### src/rtl/ddr_mon_pkg.sv
// Package: command codes shared by the monitor, its submodules and checker.
package ddr_mon_pkg;
    typedef enum logic [4:0] {
        CMD_NOP   = 5'd0,  CMD_DESEL = 5'd1,  CMD_MRS   = 5'd2,
        CMD_EMRS  = 5'd3,  CMD_AREF  = 5'd4,  CMD_SRE   = 5'd5,
        CMD_SRX   = 5'd6,  CMD_ACT   = 5'd7,  CMD_RD    = 5'd8,
        CMD_RDA   = 5'd9,  CMD_WR    = 5'd10, CMD_WRA   = 5'd11,
        CMD_BST   = 5'd12, CMD_PRE   = 5'd13, CMD_PREA  = 5'd14,
        CMD_APDE  = 5'd15, CMD_PPDE  = 5'd16, CMD_PDX   = 5'd17,
        CMD_HOLD  = 5'd18, CMD_ILL   = 5'd19
    } ddr_cmd_e;
endpackage

### src/rtl/ddr_cmd_decode.sv
// Combinational decoder: maps clock-enable history plus strobe pins to one
// command. Assumes cke_prev equals last cycle's cke_cur.
module ddr_cmd_decode
    import ddr_mon_pkg::*;
(
    input  logic     cke_prev,
    input  logic     cke_cur,
    input  logic     cs_n,
    input  logic     ras_n,
    input  logic     cas_n,
    input  logic     we_n,
    input  logic     ba0,
    input  logic     ap,
    input  logic     any_open,
    input  logic     in_sref,
    output ddr_cmd_e cmd
);
    logic [2:0] strobes;
    assign strobes = {ras_n, cas_n, we_n};

    // Select the command from CKE transition first, then from strobe pattern.
    always_comb begin
        cmd = CMD_ILL;
        case ({cke_prev, cke_cur})
            2'b11: begin
                if (cs_n) begin
                    cmd = CMD_DESEL;
                end else begin
                    case (strobes)
                        3'b000:  cmd = ba0 ? CMD_EMRS : CMD_MRS;
                        3'b001:  cmd = CMD_AREF;
                        3'b011:  cmd = CMD_ACT;
                        3'b101:  cmd = ap ? CMD_RDA : CMD_RD;
                        3'b100:  cmd = ap ? CMD_WRA : CMD_WR;
                        3'b110:  cmd = CMD_BST;
                        3'b010:  cmd = ap ? CMD_PREA : CMD_PRE;
                        default: cmd = CMD_NOP;
                    endcase
                end
            end
            2'b10: begin
                if (!cs_n && strobes == 3'b001)
                    cmd = CMD_SRE;
                else if (cs_n || strobes == 3'b111)
                    cmd = any_open ? CMD_APDE : CMD_PPDE;
                else
                    cmd = CMD_ILL;
            end
            2'b01:   cmd = in_sref ? CMD_SRX : CMD_PDX;
            default: cmd = CMD_HOLD;
        endcase
    end
endmodule

### src/rtl/ddr_bank_tracker.sv
// Bank state: one open flag and one auto-precharge countdown per bank, plus a
// global countdown that marks an active write burst with auto precharge.
// Assumes commands arrive already decoded; updates regardless of legality.
module ddr_bank_tracker
    import ddr_mon_pkg::*;
#(
    parameter int BA_W      = 2,
    parameter int BURST_CYC = 2,
    localparam int NUM_BANKS = 1 << BA_W,
    localparam int CNT_W     = $clog2(BURST_CYC + 1)
) (
    input  logic                 clk,
    input  logic                 rst_n,
    input  ddr_cmd_e             cmd,
    input  logic [BA_W-1:0]      ba,
    output logic [NUM_BANKS-1:0] bank_open,
    output logic                 wr_busy
);
    logic [CNT_W-1:0] wr_cnt;

    for (genvar b = 0; b < NUM_BANKS; b++) begin : g_bank
        logic [CNT_W-1:0] ap_cnt;
        logic             hit;
        assign hit = (ba == BA_W'(b));

        // Track open flag and pending auto-precharge for bank b.
        always_ff @(posedge clk) begin
            if (!rst_n) begin
                bank_open[b] <= 1'b0;
                ap_cnt       <= '0;
            end else if (cmd == CMD_PREA || (cmd == CMD_PRE && hit)) begin
                bank_open[b] <= 1'b0;
                ap_cnt       <= '0;
            end else if (cmd == CMD_ACT && hit) begin
                bank_open[b] <= 1'b1;
            end else if ((cmd == CMD_RDA || cmd == CMD_WRA) && hit && bank_open[b]) begin
                ap_cnt <= CNT_W'(BURST_CYC);
            end else if (ap_cnt != '0) begin
                ap_cnt <= ap_cnt - 1'b1;
                if (ap_cnt == CNT_W'(1))
                    bank_open[b] <= 1'b0;
            end
        end
    end

    // Count down the window in which new reads and writes are forbidden.
    always_ff @(posedge clk) begin
        if (!rst_n)
            wr_cnt <= '0;
        else if (cmd == CMD_WRA)
            wr_cnt <= CNT_W'(BURST_CYC);
        else if (wr_cnt != '0)
            wr_cnt <= wr_cnt - 1'b1;
    end

    assign wr_busy = (wr_cnt != '0);
endmodule

### src/rtl/ddr_rule_check.sv
// Combinational legality check of the decoded command against bank state
// before the current edge. Assumes bank_open and flags are pre-edge values.
module ddr_rule_check
    import ddr_mon_pkg::*;
#(
    parameter int BA_W = 2,
    localparam int NUM_BANKS = 1 << BA_W
) (
    input  ddr_cmd_e             cmd,
    input  logic [BA_W-1:0]      ba,
    input  logic [NUM_BANKS-1:0] bank_open,
    input  logic                 wr_busy,
    input  logic                 mode_last,
    output logic                 illegal
);
    logic any_open, sel_open, quiet;
    assign any_open = |bank_open;
    assign sel_open = bank_open[ba];
    assign quiet    = (cmd == CMD_NOP) || (cmd == CMD_DESEL) || (cmd == CMD_HOLD);

    // Combine state-dependent rules into a single violation flag.
    always_comb begin
        illegal = 1'b0;
        case (cmd)
            CMD_MRS, CMD_EMRS, CMD_AREF, CMD_SRE: illegal = any_open;
            CMD_ACT:                              illegal = sel_open;
            CMD_RD, CMD_RDA, CMD_WR, CMD_WRA:     illegal = !sel_open || wr_busy;
            CMD_ILL:                              illegal = 1'b1;
            default:                              illegal = 1'b0;
        endcase
        if (mode_last && !quiet)
            illegal = 1'b1;
    end
endmodule

### src/rtl/ddr_cmd_monitor.sv
// Top: decodes the DDR SDRAM control bus every edge, tracks bank state and
// flags rule violations. Outputs are registered at the sampling edge.
// Assumes cke_prev is the previous cycle's cke_cur.
module ddr_cmd_monitor
    import ddr_mon_pkg::*;
#(
    parameter int ADDR_W    = 12,
    parameter int AP_BIT    = 8,
    parameter int BA_W      = 2,
    parameter int BURST_CYC = 2,
    localparam int NUM_BANKS = 1 << BA_W
) (
    input  logic                 clk,
    input  logic                 rst_n,
    input  logic                 cke_prev,
    input  logic                 cke_cur,
    input  logic                 cs_n,
    input  logic                 ras_n,
    input  logic                 cas_n,
    input  logic                 we_n,
    input  logic [BA_W-1:0]      ba,
    input  logic [ADDR_W-1:0]    addr,
    output logic [4:0]           cmd_o,
    output logic                 err_o,
    output logic [NUM_BANKS-1:0] bank_open_o
);
    ddr_cmd_e             cmd_now;
    logic [NUM_BANKS-1:0] bank_open;
    logic                 wr_busy, illegal, in_sref, mode_last;

    ddr_cmd_decode u_decode (
        .cke_prev (cke_prev), .cke_cur (cke_cur),
        .cs_n     (cs_n),     .ras_n   (ras_n),
        .cas_n    (cas_n),    .we_n    (we_n),
        .ba0      (ba[0]),    .ap      (addr[AP_BIT]),
        .any_open (|bank_open), .in_sref (in_sref),
        .cmd      (cmd_now)
    );

    ddr_bank_tracker #(.BA_W(BA_W), .BURST_CYC(BURST_CYC)) u_banks (
        .clk (clk), .rst_n (rst_n), .cmd (cmd_now), .ba (ba),
        .bank_open (bank_open), .wr_busy (wr_busy)
    );

    ddr_rule_check #(.BA_W(BA_W)) u_rules (
        .cmd (cmd_now), .ba (ba), .bank_open (bank_open),
        .wr_busy (wr_busy), .mode_last (mode_last), .illegal (illegal)
    );

    // Remember self-refresh residency and whether mode programming just happened.
    always_ff @(posedge clk) begin
        if (!rst_n) begin
            in_sref   <= 1'b0;
            mode_last <= 1'b0;
        end else begin
            if (cmd_now == CMD_SRE)
                in_sref <= 1'b1;
            else if (cmd_now == CMD_SRX || cmd_now == CMD_PDX)
                in_sref <= 1'b0;
            mode_last <= (cmd_now == CMD_MRS) || (cmd_now == CMD_EMRS);
        end
    end

    // Register the decoded command and its violation flag.
    always_ff @(posedge clk) begin
        if (!rst_n) begin
            cmd_o <= 5'd0;
            err_o <= 1'b0;
        end else begin
            cmd_o <= cmd_now;
            err_o <= illegal;
        end
    end

    assign bank_open_o = bank_open;
endmodule

### config.mk
export PLATFORM = sky130hd
export DESIGN_NAME = ddr_cmd_monitor
export DESIGN_NICKNAME = d
export VERILOG_FILES = /design/src/rtl/ddr_mon_pkg.sv /design/src/rtl/ddr_cmd_decode.sv /design/src/rtl/ddr_bank_tracker.sv /design/src/rtl/ddr_rule_check.sv /design/src/rtl/ddr_cmd_monitor.sv
export SDC_FILE = /design/constraint.sdc
export NUM_CORES = 1
export LEC_CHECK = 0
export BUFFER_PORTS_ARGS = -buffer_cell sky130_fd_sc_hd__buf_4
export CORE_AREA = 2 2 64 66
export CTS_CLUSTER_SIZE = 25
export DETAILED_ROUTE_END_ITERATION = 8
export DIE_AREA = 0 0 66 68
export PLACE_DENSITY = 0.68
export REMOVE_ABC_BUFFERS = 1
export SKIP_LAST_GASP = 1
export SLEW_MARGIN = 20
export SYNTH_ARGS = -nofsm -noshare
export SYNTH_HDL_FRONTEND = slang
export SYNTH_SLANG_ARGS = --single-unit
### constraint.sdc
create_clock -name clk -period 2.38 [get_ports clk]
set_input_delay 0.119 -clock clk [delete_from_list [all_inputs] [get_ports clk]]
set_output_delay 0.119 -clock clk [all_outputs]
set_load 0.02 [all_outputs]
# Yosys cells after proc, flatten, opt, wreduce, memory -nomap -nowiden
# Cells that the tools add are included.
[classes]
n_reduce_logical = 70
addsub = 5
bitwise_logic = 5
eq_ne = 37
muxes = 43
n_lt_le_gt_ge = 1
[ops]
columns = ["operator", "n"]
rows = [
  ["$reduce_bool A2 Y1", 19],
  ["$pmux W5 S7", 1],
  ["$eq A5 B4 Y1 const B", 6],
  ["$mux W5", 5],
  ["$mux W1", 23],
  ["$mux W2", 11],
  ["$eq A5 B3 Y1 const B", 4],
  ["$logic_and A1 B1 Y1", 18],
  ["$eq A5 B5 Y1 const B", 3],
  ["$pmux W5 S3", 1],
  ["$eq A2 B1 Y1 const B", 6],
  ["$eq A3 B3 Y1 const B", 4],
  ["$reduce_and A3 Y1", 4],
  ["$reduce_or A4 Y1", 3],
  ["$logic_or A1 B1 Y1", 11],
  ["$eq A5 B2 Y1 const B", 2],
  ["$reduce_or A2 Y1", 5],
  ["$sub A2 B1 Y2 const B", 5],
  ["$eq A2 B2 Y1 const B", 4],
  ["$ne A2 B1 Y1 const B", 4],
  ["$reduce_and A2 Y1", 4],
  ["$eq A3 B2 Y1 const B", 2],
  ["$eq A5 B1 Y1 const B", 1],
  ["$logic_not A5 Y1", 1],
  ["8 further kinds", 14],
]
[totals]
regBits = 22
wordCells = 175
output_inout_bits = 10

# Logic depth before layout (Yosys ltp)
[logic_depth]
depth_word = 11
depth_mapped = 8

# Hierarchy
# From an unflattened synthesis, not the netlist that was laid out.
[unflattened]
cells_unflattened = 184
hier_area_um2 = 1606.5
[modules_own_cells]
columns = ["module", "area_per_inst_um2", "cells_per_inst", "seq_area_each_um2", "instances"]
rows = [
  ["ddr_bank_tracker", 994.7, 112, 280.3, 1],
  ["ddr_cmd_monitor", 270.3, 23, 160.2, 1],
  ["ddr_cmd_decode", 209.0, 33, 0.0, 1],
  ["ddr_rule_check", 132.6, 16, 0.0, 1],
]

# Least setup slack after synthesis
# No wires, ideal clock.
[synth_path]
kind = "register to register"
start = "reg u_banks.bank_open[3]"
end = "reg u_banks.g_bank[0].ap_cnt[0]"
path_stages_with_launch = 8
path_buffers = 1
arrival_time_ns = 2.278
slack_ns = 0.021
period_less_slack_ns = 2.359
cell_sequence = "dfxtp_1 > nor4_2 > or2b_1 > and3_4 > and4_1 > buf_6 > a2111o_1 > a211oi_2"
[synth_via]
elab_chain_cells = 11
[synth_lines]
columns = ["element", "line", "rtl"]
rows = [
  ["from (decl)", "ddr_bank_tracker.sv:16", "output logic [NUM_BANKS-1:0] bank_open,"],
  ["from (signal, indexed assignment)", "ddr_bank_tracker.sv:29", "bank_open[b] <= 1'b0;"],
  ["from (signal, indexed assignment)", "ddr_bank_tracker.sv:32", "bank_open[b] <= 1'b0;"],
  ["from (signal, indexed assignment)", "ddr_bank_tracker.sv:35", "bank_open[b] <= 1'b1;"],
  ["$reduce_or A4 Y1 (*)", "ddr_cmd_monitor.sv:36", ".any_open (|bank_open), .in_sref (in_sref),"],
  ["$mux W5 (*)", "ddr_cmd_decode.sv:45", "cmd = any_open ? CMD_APDE : CMD_PPDE;"],
  ["$mux W5 (*)", "ddr_cmd_decode.sv:44", "else if (cs_n || strobes == 3'b111)"],
  ["$mux W5 (*)", "ddr_cmd_decode.sv:42", "if (!cs_n && strobes == 3'b001)"],
  ["$pmux W5 S3 (*)", "ddr_cmd_decode.sv:24", "case ({cke_prev, cke_cur})"],
  ["$eq A5 B4 Y1", "ddr_bank_tracker.sv:36", "end else if ((cmd == CMD_RDA || cmd == CMD_WRA) && hit && bank_open[b]) begin"],
  ["$logic_or A1 B1 Y1", "ddr_bank_tracker.sv:36", ""],
  ["$logic_and A1 B1 Y1 (2 in series)", "ddr_bank_tracker.sv:36", ""],
  ["$reduce_bool A2 Y1 (no line)", "--", ""],
  ["$reduce_and A2 Y1 (no line)", "--", ""],
  ["to (signal assigned)", "ddr_bank_tracker.sv:37", "ap_cnt <= CNT_W'(BURST_CYC);"],
  ["to (signal assigned)", "ddr_bank_tracker.sv:39", "ap_cnt <= ap_cnt - 1'b1;"],
  ["to (decl)", "ddr_bank_tracker.sv:22", "logic [CNT_W-1:0] ap_cnt;"],
]
# Mark *: on every way between the ends. The rest lies on a longest branch, timed or not.
# A chain may end at the register's enable or synchronous reset.

# Final worst setup path
[layout_path]
start = "reg u_banks.bank_open[0]"
end = "reg u_banks.g_bank[0].ap_cnt[1]"
[layout_via]
elab_chain_cells = 11
[layout_lines]
columns = ["element", "line"]
rows = [
  ["$reduce_or A4 Y1", "ddr_cmd_monitor.sv:36"],
  ["$mux W5", "ddr_cmd_decode.sv:45"],
  ["$mux W5", "ddr_cmd_decode.sv:44"],
  ["$mux W5", "ddr_cmd_decode.sv:42"],
  ["$pmux W5 S3", "ddr_cmd_decode.sv:24"],
  ["$eq A5 B4 Y1", "ddr_bank_tracker.sv:36"],
  ["$logic_or A1 B1 Y1", "ddr_bank_tracker.sv:36"],
  ["$logic_and A1 B1 Y1 (2 in series)", "ddr_bank_tracker.sv:36"],
  ["$reduce_bool A2 Y1 (no line)", "--"],
  ["$reduce_and A2 Y1 (no line)", "--"],
]
# Several ways; a longest one is shown, not always the timed one.

==> results.json <==
{
  "ys_seq_elements": 22,
  "p_clk_frac": 0.247,
  "vias": 1639,
  "setup-violations-final": 0,
  "ir_drop_mv": 0.4398,
  "gp_congestion": 0.8229,
  "reg2reg_slack_ps": 70,
  "rsz0062_at_grt": "true",
  "p_switching_mw": 0.4743,
  "syn_to_final_growth_pct": 25.99,
  "avgViaCountPerCell": 5.917,
  "cts.clk_slew.worst_paths_ps": 80,
  "start_kind": "register",
  "fin_crit_sh": 0.9692,
  "numCtsBuffers": 3,
  "post-dp-hpwl_mm": 3.174,
  "synthFlopType": "dfxtp_1",
  "min_path_type": "input port to register",
  "grt_pass1_vias": 1561,
  "grt_overflow": 0,
  "slew_headroom": 0.6799,
  "yosysSeqAreaShare": 0.2675,
  "min_period_ps": 2307,
  "die_height_um": 68,
  "track_usage": 0.1975,
  "cts_tree": "done",
  "io_buffers": 20,
  "fmax_mhz": 433.5,
  "wl_per_cell_um": 14.80,
  "pwr-share-seq": 0.337,
  "fp-row-count": 23,
  "synth-edff-count": 0,
  "leakage_nw": 0.8292,
  "crit_path_end_kind": "register",
  "maxCapViolations": 0,
  "final_layout_size_suffix_gt1_frac": 0.2819,
  "nets": 258,
  "fin_cells": 277,
  "cts.hold.buffers_added": 0,
  "htreeDepth": 1,
  "ioPinCount": 32,
  "outcome": "finished, final reports clean",
  "dp.cells": 273,
  "yosysWarningCount": 0,
  "ant_nets": 0,
  "grt_pass1_wl_mm": 6.969,
  "path_max_fanout": 5,
  "core-area_mm2": 0.003856,
  "fp.dieW_um": 66,
  "antenna_found_initial": 0,
  "crit_type": "register to register",
  "synth_cells": 188,
  "place_ws_ps": -1.116,
  "initial_core_util": 0.4270,
  "final_common_cell": "buf_4",
  "dieArea_mm2": 0.004488,
  "p_sw_frac": 0.3378,
  "final_cell_mix": "buf_4 (38), dfxtp_1 (22), inv_1 (17), nand2_1 (16), nor2_1 (11)",
  "synth_cell_types": 59,
  "synth_top_cell_by_area": "dfxtp_1",
  "grt_max_degree": 14,
  "clkSinkCount": 22,
  "clk_latency_ps": 260,
  "final_hold_viol_count": 0,
  "arrival_ps": 2470,
  "cp.required_ps": 2550,
  "syn_area_mm2": 0.001647,
  "worstMarginPinSlew_ps": 480.2,
  "utilization": 0.5380,
  "intPower_mw": 0.9298,
  "postSynth.asyncResetShare": 0,
  "drtIter0Drc": 111,
  "p_per_area_mw_per_mm2": 676.8,
  "wirelength_mm": 4.099,
  "power_frac_comb": 0.416,
  "syn_area_per_cell_um2": 8.758,
  "finalWorstSetupSlack_ps": 73.27,
  "clockRootBuffer": "clkbuf_8",
  "n_antenna_cell": 0,
  "finClkSkew_ps": 4.612,
  "cts_buffer_depth": 2,
  "synthTopCellsByArea": "dfxtp_1 (27%), ha_1 (6.1%), inv_1 (3.9%), nand2_1 (3.6%), nor4_2 (3.0%)",
  "post-synth-top-area-fraction": 0.2675,
  "first_pass_iters": 4,
  "slew_viol_final": 0,
  "route.detailed.drc": 0
}
-- metrics by stage --
step | power [mW] | area, um2 | hold slack (ps) | TNS (ps)
2_1_floorplan | 0.9107 | 1620 | 236.5 | 0
3_3_place_gp | 1.035 | 1968 | 368.9 | 0
3_5_place_dp | 1.056 | 1968 | 374.6 | -1.116
4_1_cts | 1.406 | 2048 | 95.56 | -16.24
5_1_grt | 1.509 | 2074 | 94.65 | -79.26
6_report | 1.404 | 2074 | 107.1 | 0
-- path summary, 6_finish.rpt --
path / start / end / cells after the start
worst max-delay path: u_banks.bank_open[0] / u_banks.g_bank[0].ap_cnt[1] / 7
worst min-delay path: rst_n / u_banks.wr_cnt[1] / 2
worst max register to register: u_banks.bank_open[0] / u_banks.g_bank[0].ap_cnt[1] / 7
worst min register to register: u_banks.wr_cnt[1] / u_banks.wr_cnt[0] / 2
-- sequential cells by signal, summed over array words and instances, names as in the netlist --
signal and cells:
u_banks.g_bank.ap_cnt 8, mode_last 1, cmd_o 5, err_o 1, u_banks.wr_cnt 2, u_banks.bank_open 4, in_sref 1
-- final cells by class --
| cell class | count | area, um2 |
|---|---|---|
| fill | 369 | 1782 |
| multi-input combinational | 145 | 1147 |
| sequential | 22 | 440.4 |
| timing repair buffer | 38 | 285.3 |
| inverter | 18 | 67.56 |
| tap | 50 | 62.56 |
| clock buffer | 3 | 41.29 |
| clock inverter | 1 | 30.03 |
-- worst max-delay path, stage by stage (launching register included) --
cell and delay [ps]:
dfxtp_1 420, nor4_4 70, buf_4 140, nor4b_4 350, o32ai_4 230, nor4_2 490
o22ai_1 160, a2111oi_2 350
-- cells in the mapped netlist, drive strengths merged, types with 5 or more instances --
| master | number |
|---|---|
| a211oi | 5 |
| nand2 | 16 |
| ha | 8 |
| nor2 | 11 |
| o32a | 5 |
| dfxtp | 22 |
| nand2b | 5 |
| nor4 | 7 |
| a2111oi | 6 |
| and2 | 5 |
| inv | 17 |
| nor3 | 10 |
-- cell families (layout without fill, tap and decap cells) --
family / Yosys count / in the layout / share of synthesized area
adders and majority gates: 8 / 8 / 0.06079
buffers and inverters: 21 / 60 / 0.05698
AOI/OAI and AO/OA: 58 / 58 / 0.3085
muxes: 1 / 1 / 0.01368
and+or+nand+nor: 78 / 78 / 0.2926
DFF: 22 / 22 / 0.2675
-- layer usage --
layer  share of wire  track usage
met1            0.45       0.2515
met2            0.50       0.3447
met3           0.038      0.03454
met4          0.0051      0.05612
met5               0            0
-- timing repair --
action / CTS / global route
pin swaps: 0 / 2
gates resized for setup: 1 / 7
endpoints found under the setup margin: 1 / 5
buffers inserted: 0 / 0
-- power groups by stage --
stage	sequential (mW)	clock, mW	combinational (mW)
after floorplan	0.480	0	0.431
after global placement	0.478	0	0.557
after detailed placement	0.482	0	0.574
after CTS	0.473	0.356	0.577
after global routing	0.482	0.368	0.660
final	0.473	0.347	0.583
(Power assumes the default switching activity.)
